===== src/rtl/stack_pkg.sv =====
package stack_pkg;

    typedef enum logic [2:0] {
        OP_IDLE,
        OP_PUSH,
        OP_PUSH_REJECT,
        OP_POP,
        OP_POP_REJECT,
        OP_BYPASS
    } stack_op_t;

endpackage


===== src/rtl/stack_op_decode.sv =====
module stack_op_decode
    import stack_pkg::*;
(
    input  logic      push_req,
    input  logic      pop_req,
    input  logic      full,
    input  logic      empty,
    output stack_op_t op
);

    always_comb begin
        unique case ({push_req, pop_req})
            2'b10:   op = full  ? OP_PUSH_REJECT : OP_PUSH;
            2'b01:   op = empty ? OP_POP_REJECT  : OP_POP;
            2'b11:   op = OP_BYPASS;
            default: op = OP_IDLE;
        endcase
    end

endmodule


===== src/rtl/stack_ptr.sv =====
module stack_ptr
    import stack_pkg::*;
#(
    parameter int DEPTH = 12,
    localparam int PW = (DEPTH > 2) ? $clog2(DEPTH) : 1
) (
    input  logic          clk,
    input  logic          rst,
    input  stack_op_t     op,
    output logic [PW-1:0] ptr,
    output logic          full,
    output logic          empty
);

    localparam logic [PW-1:0] TOP = PW'(DEPTH - 1);

    logic [PW-1:0] ptr_q;
    logic [PW-1:0] ptr_n;
    logic          full_q;

    always_comb begin
        unique case (op)
            OP_PUSH: ptr_n = ptr_q + PW'(1);
            OP_POP:  ptr_n = ptr_q - PW'(1);
            default: ptr_n = ptr_q;
        endcase
    end

    always_ff @(posedge clk) begin
        if (rst) begin
            ptr_q  <= '0;
            full_q <= 1'b0;
        end else begin
            ptr_q  <= ptr_n;
            full_q <= (ptr_n == TOP);
        end
    end

    assign ptr   = ptr_q;
    assign full  = full_q;
    assign empty = (ptr_q == '0);

endmodule


===== src/rtl/stack_mem.sv =====
module stack_mem
    import stack_pkg::*;
#(
    parameter int DW    = 8,
    parameter int DEPTH = 12,
    localparam int PW = (DEPTH > 2) ? $clog2(DEPTH) : 1
) (
    input  logic          clk,
    input  logic          rst,
    input  stack_op_t     op,
    input  logic [PW-1:0] ptr,
    input  logic [DW-1:0] wr_word,
    output logic [DW-1:0] top_word
);

    logic [DW-1:0] slots [DEPTH];
    logic [PW-1:0] rd_addr;

    assign rd_addr  = ptr - PW'(1);
    assign top_word = slots[rd_addr];

    always_ff @(posedge clk) begin
        if (rst) begin
            for (int i = 0; i < DEPTH; i++) begin
                slots[i] <= '0;
            end
        end else if (op == OP_PUSH) begin
            slots[ptr] <= wr_word;
        end
    end

endmodule


===== src/rtl/bypass_stack.sv =====
module bypass_stack
    import stack_pkg::*;
#(
    parameter int DW    = 8,
    parameter int DEPTH = 12
) (
    input  logic          clk,
    input  logic          rst,
    input  logic          push_req,
    input  logic [DW-1:0] push_data,
    input  logic          pop_req,
    output logic [DW-1:0] pop_data,
    output logic          stack_full,
    output logic          stack_empty
);

    localparam int PW = (DEPTH > 2) ? $clog2(DEPTH) : 1;

    stack_op_t     op;
    logic [PW-1:0] ptr;
    logic [DW-1:0] top_word;
    logic [DW-1:0] out_q;

    stack_op_decode u_decode (
        .push_req (push_req),
        .pop_req  (pop_req),
        .full     (stack_full),
        .empty    (stack_empty),
        .op       (op)
    );

    stack_ptr #(.DEPTH(DEPTH)) u_ptr (
        .clk   (clk),
        .rst   (rst),
        .op    (op),
        .ptr   (ptr),
        .full  (stack_full),
        .empty (stack_empty)
    );

    stack_mem #(.DW(DW), .DEPTH(DEPTH)) u_mem (
        .clk      (clk),
        .rst      (rst),
        .op       (op),
        .ptr      (ptr),
        .wr_word  (push_data),
        .top_word (top_word)
    );

    always_ff @(posedge clk) begin
        if (rst) begin
            out_q <= '0;
        end else begin
            unique case (op)
                OP_POP:    out_q <= top_word;
                OP_BYPASS: out_q <= push_data;
                default:   out_q <= out_q;
            endcase
        end
    end

    assign pop_data = out_q;

endmodule


===== config.mk =====
export PLATFORM = sky130hd
export DESIGN_NAME = bypass_stack
export DESIGN_NICKNAME = d
export VERILOG_FILES = /design/src/rtl/stack_pkg.sv /design/src/rtl/stack_op_decode.sv /design/src/rtl/stack_ptr.sv /design/src/rtl/stack_mem.sv /design/src/rtl/bypass_stack.sv
export SDC_FILE = /design/constraint.sdc
export NUM_CORES = 1
export LEC_CHECK = 0
export BUFFER_PORTS_ARGS = -buffer_cell sky130_fd_sc_hd__buf_4
export CAP_MARGIN = 10
export CORE_ASPECT_RATIO = 0.5
export CORE_MARGIN = 2
export CORE_UTILIZATION = 56
export DETAILED_ROUTE_END_ITERATION = 10
export PLACE_DENSITY = 0.73
export SYNTH_ARGS = -nofsm -noshare
export SYNTH_HDL_FRONTEND = slang
export SYNTH_SLANG_ARGS = --single-unit

===== constraint.sdc =====
create_clock -name clk -period 5 [get_ports clk]
set_input_delay 0.25 -clock clk [delete_from_list [all_inputs] [get_ports clk]]
set_output_delay 0.25 -clock clk [all_outputs]
set_load 0.01 [all_outputs]

---- Word-level counts from Yosys, hierarchy flattened ----
Memory sizes are Yosys's and may differ from the RTL's.
Index checks and enable logic that the tools add are counted.
W data, S select, Z words.
storage, ports and cells
  register bits after elaboration ......... 13
  bits in writable memories ............... 96
  input port bits ......................... 12
  output and inout port bits .............. 10
  memories ................................ 1
memories
  memory       words  bits a word  rd ports  clocked after Yosys merged registers in  write ports  line             RTL
  u_mem.slots  12     8            1         0                                        12           stack_mem.sv:16  logic [DW-1:0] slots [DEPTH];
operators by class
  add/subtract/negate cells ............... 2
  equality and inequality tests ........... 7
  muxes and demuxes ....................... 13
  reductions and logical operators ........ 3
operators by type and width
  cell                   number
  $pmux W8 S2            1
  $pmux W3 S3            1
  $mux W8                1
  $pmux W4 S2            1
  $reduce_or A8 Y1       1
  $mux W1                6
  $add A4 B1 Y4 const B  1
  $eq A2 B2 Y1 const B   2
  $eq A4 B4 Y1 const B   1
  $logic_not A4 Y1       1
  $mux W4                1
  $sub A4 B1 Y4 const B  1
  $eq A3 B1 Y1 const B   1
  $eq A3 B2 Y1 const B   1
  $eq A3 B3 Y1 const B   1
  $mux W3                1
  $eq A2 B1 Y1 const B   1
  $mux W2                1
  $reduce_bool A2 Y1     1

---- Logic depth before layout (Yosys ltp) ----
  depth in word-level cells ............... 9
  mapped depth ............................ 11
  depth with buffers taken out ............ 8

---- Modules after synthesis ----
Synthesis repeated with hierarchy kept, for this count alone.
unflattened totals
  cells, all modules ...................... 451
  area, all modules ....................... 6801.5 µm²
by module, submodules not included
  module           instances  cells each  area each (µm²)  seq. area each (µm²)
  stack_mem        1          364         6068.3           3843.7
  bypass_stack     1          49          400.4            160.2
  stack_ptr        1          31          291.5            100.1
  stack_op_decode  1          7           41.3             0.0

---- Least setup slack after synthesis ----
No wires, ideal clock.
  kind .................................... register to register
  from .................................... register u_ptr.ptr_q[0] (netlist: u_ptr.ptr[0])
  to ...................................... register out_q[1] (netlist: pop_data[1])
  library setup time ...................... 130 ps
  data arrival time ....................... 2469 ps
  data required time ...................... 4870 ps
  path slack .............................. 2402 ps
  cell stages (with the launch flop) ...... 10
  buffers on the path ..................... 2
  clock period less this slack ............ 2598 ps
  cell sequence ........................... dfxtp_1 buf_6 buf_2 inv_1 ha_1 xor2_4 mux4_2 mux2_2 mux2i_1 o22ai_1
between the ends
  longest elaborated chain between the ends .. 5
  elaborated cells between the ends (all ways) .. 9
  those cells by class .................... add/sub: 1; eq/ne: 2; mux: 3; reduce/logical: 2; memory: 1
ends and longest elaborated chain
  item                                                                    line                RTL
  start: declaration                                                      stack_ptr.sv:17     logic [PW-1:0] ptr_q;
  start signal: assignment                                                stack_ptr.sv:34     ptr_q <= ptr_n;
  parallel branches: the longest is 5 deep, another holds $mem_v2 Z12 W8  --
  end signal: assignment                                                  bypass_stack.sv:55  OP_POP: out_q <= top_word;
  end signal: assignment                                                  bypass_stack.sv:56  OP_BYPASS: out_q <= push_data;
  end signal: assignment                                                  bypass_stack.sv:57  default: out_q <= out_q;
  end: declaration                                                        bypass_stack.sv:22  logic [DW-1:0] out_q;
Parallel ways; which one is timed is not known.
A chain may end at the register's enable or synchronous reset.

---- Worst setup path in the final report ----
  from .................................... register u_ptr.ptr_q[1] (netlist: u_ptr.ptr[1])
  to ...................................... register out_q[4] (netlist: pop_data[4])
The elaborated chain is that of the path after synthesis.

==> impl_metrics.csv <==
group,metric,value,unit
status,status,"finished, final reports clean",
logic_synthesis,ys_warn_count,0,
global_route,grt_max_degree,36,
clock_tree,htreeDepth,4,
logic_synthesis,yosysUniqueCellTypes,43,
timing,fin_crit,3.05,ns
global_route,grtUsageTotal,0.254,
critical_path,crit_fanout,20,
routing,final_antenna_net_count,0,
cells_and_area,antenna_cells_inserted,0,
timing,grt_setup_unrepaired,"no",
timing,final-max-slew-violation-count,0,
clock_tree,clk_pin_slew,0.06,ns
timing,setup_viol,0,
placed_design,gp_congestion,0.954,
global_route,overflow,0,
clock_tree,cts_sinks,141,
floorplan,die_w,156,um
cells_and_area,final_common_cell,"edfxtp_1",
floorplan,io_pins,22,
clock_tree,cts_setup_buffers,0,
logic_synthesis,synth_enable_flop_cells,128,
placed_design,io_buffers,21,
cells_and_area,final_cell_mix,"edfxtp_1 (128), and2_1 (88), mux4_2 (32)",
clock_tree,cts_tree,"yes",
cells_and_area,drive_gt1_frac,0.227,
logic_synthesis,yosysSeqAreaShare,0.635,
timing,finalCritPeriodShare,0.610,
timing,final_hold_viol_count,0,
logic_synthesis,avgSynthCellArea,14.9,um2
routing,post_drt_wl_per_cell,23.8,um
timing,fin_worst_skew,0.00938,ns
routing,drt_wl_total,14600,um
clock_tree,post_cts_resized,0,
global_route,grt_pass1_wl,22100,um
cells_and_area,finalNetCount,470,
routing,drc,0,
routing,maxUsedRoutingLayer,"met4",
critical_path,critPathArrivalTime,3.34,ns
logic_synthesis,synth_fp_nets,449,
routing,wl_met2,6800,um
timing,max_freq,0.328,GHz
logic_synthesis,synth-seq-cells,141,
floorplan,die-area,12500,um2
clock_tree,cts_buffers,17,
timing,slew_headroom,0.203,
routing,dr.pass1.iters,5,
routing,viasPerCell,6.33,
clock_tree,cts_max_path_buffers,2,
power_and_ir_drop,power_density,488,nW/um2
clock_tree,holdBufCountCts,0,
floorplan,start_util,0.582,
logic_synthesis,synth_ff_type,"edfxtp_1",
logic_synthesis,synthCells,433,
routing,wl_met3,1480,um
logic_synthesis,synthesis.area,6460,um2
cells_and_area,syn_to_final_growth,13.6,%
clock_tree,cts_root_buffer,"clkbuf_16",
cells_and_area,utilization,0.661,
global_route,antenna_found_initial,0,
global_route,first_global_vias,3853,
job,max_cap_violations,0,
power_and_ir_drop,ir_worst_vdd,233,uV
power_and_ir_drop,p_leak,2.65,nW
floorplan,core,11100,um2
floorplan,die_height,80.0,um
min_path,hold_path_class,"primary input to flop",
routing,vias,3876,
critical_path,cp.required,5.29,ns
timing,fin_hold_ws,0.114,ns
critical_path,cp-end-kind,"flop",
critical_path,worst_setup_path_start_kind,"flop",
clock_tree,clk_latency,0.42,ns
logic_synthesis,async_flop_share,0,
critical_path,worstSetupPathType,"flop to flop",
floorplan,rows,27,
timing,setup_tns,0,ns
placed_design,dp_hpwl,9400,um
timing,tightest_slew,1.18,ns
routing,dr.first_iter.drc_count,440,
routing,wl_met1,5960,um
cell families (layout without fill, tap and decap cells):
group | Yosys count | count (layout) | share of synthesized area
simple gates | 154 | 154 | 0.136
compound gates | 50 | 50 | 0.0523
buf+inv | 35 | 69 | 0.0250
mux | 46 | 46 | 0.137
flops | 141 | 141 | 0.635
fa+ha+maj | 4 | 4 | 0.00774
xor+xnor | 3 | 3 | 0.00697
routing by layer:
metal  GRT usage  up-vias
li1            -     1679
met1       0.348     1966
met2       0.383      204
met3      0.0912       27
met4      0.0890        0
met5           0        -
stage by stage:
step / worst slack (ns) / total power, mW / area [um2] / instances
2_1_floorplan: 2.40 / 2.04 / 6460 / 433
3_3_place_gp: 1.86 / 2.27 / 6730 / 578
3_5_place_dp: 1.75 / 2.29 / 6730 / 578
4_1_cts: 1.95 / 3.57 / 7330 / 610
5_1_grt: 1.85 / 3.70 / 7340 / 612
6_report: 1.95 / 3.58 / 7340 / 612
critical path: stages (launching register included):
cell and delay (ns):
dfxtp_1 0.50, inv_1 0.14, ha_1 0.77, buf_4 0.44, mux4_2 0.39, mux4_2 0.47
o211ai_1 0.09, o21ai_0 0.11
layout make-up:
| cell class | instances | area (um2) |
|---|---|---|
| Sequential cell | 141 | 4110 |
| Fill cell | 724 | 3770 |
| Multi-Input combinational cell | 257 | 2200 |
| Clock buffer | 18 | 429 |
| Timing Repair Buffer | 31 | 230 |
| Tap cell | 145 | 181 |
| Clock inverter | 14 | 175 |
| Inverter | 6 | 22.5 |
path summary, 6_finish.rpt:
| check | start | depth (start not counted) | slack (ns) | end |
|---|---|---|---|---|
| max | u_ptr.ptr[1]$_SDFF_PP0_ | 7 | 1.95 | pop_data[4]$_SDFFE_PP0P_ |
| min | rst | 2 | 0.11 | u_ptr.ptr[2]$_SDFF_PP0_ |
| max reg2reg | u_ptr.ptr[1]$_SDFF_PP0_ | 7 | 1.95 | pop_data[4]$_SDFFE_PP0P_ |
| min reg2reg | pop_data[2]$_SDFFE_PP0P_ | 2 | 0.54 | pop_data[2]$_SDFFE_PP0P_ |
flip-flops by register name, indices dropped and copies added (netlist names):
| register | cells |
|---|---|
| pop_data | 8 |
| u_ptr.full | 1 |
| u_ptr.ptr | 4 |
| u_mem.slots | 128 |
where the power goes:
| group | leakage [nW] | switching (mW) | internal, mW | total (mW) |
|---|---|---|---|---|
| registers | 1.39 | 0.0485 | 1.35 | 1.40 |
| logic | 0.973 | 0.493 | 0.386 | 0.878 |
| clock network | 0.292 | 0.474 | 0.825 | 1.30 |
synth_stat cells (2+ instances only):
master,instances,share of area
a211oi_1,7,0.0081
a21oi_1,9,0.0070
ha_1,4,0.0077
nand2_1,15,0.0087
or2_2,3,0.0029
o22ai_1,2,0.0019
nor3b_1,3,0.0035
nor2_1,22,0.013
mux2_2,6,0.010
and2_1,88,0.085
edfxtp_1,128,0.59
buf_6,3,0.0052
o21ai_0,13,0.010
mux4_2,32,0.11
clkbuf_1,20,0.012
o221ai_1,2,0.0027
o211ai_1,6,0.0070
nand2b_1,2,0.0019
mux2i_1,7,0.011
buf_2,6,0.0046
dfxtp_1,13,0.040
and3_1,8,0.0077
a32oi_1,3,0.0041
inv_1,6,0.0035
nor3_1,7,0.0054
(Power assumes the default switching activity.)
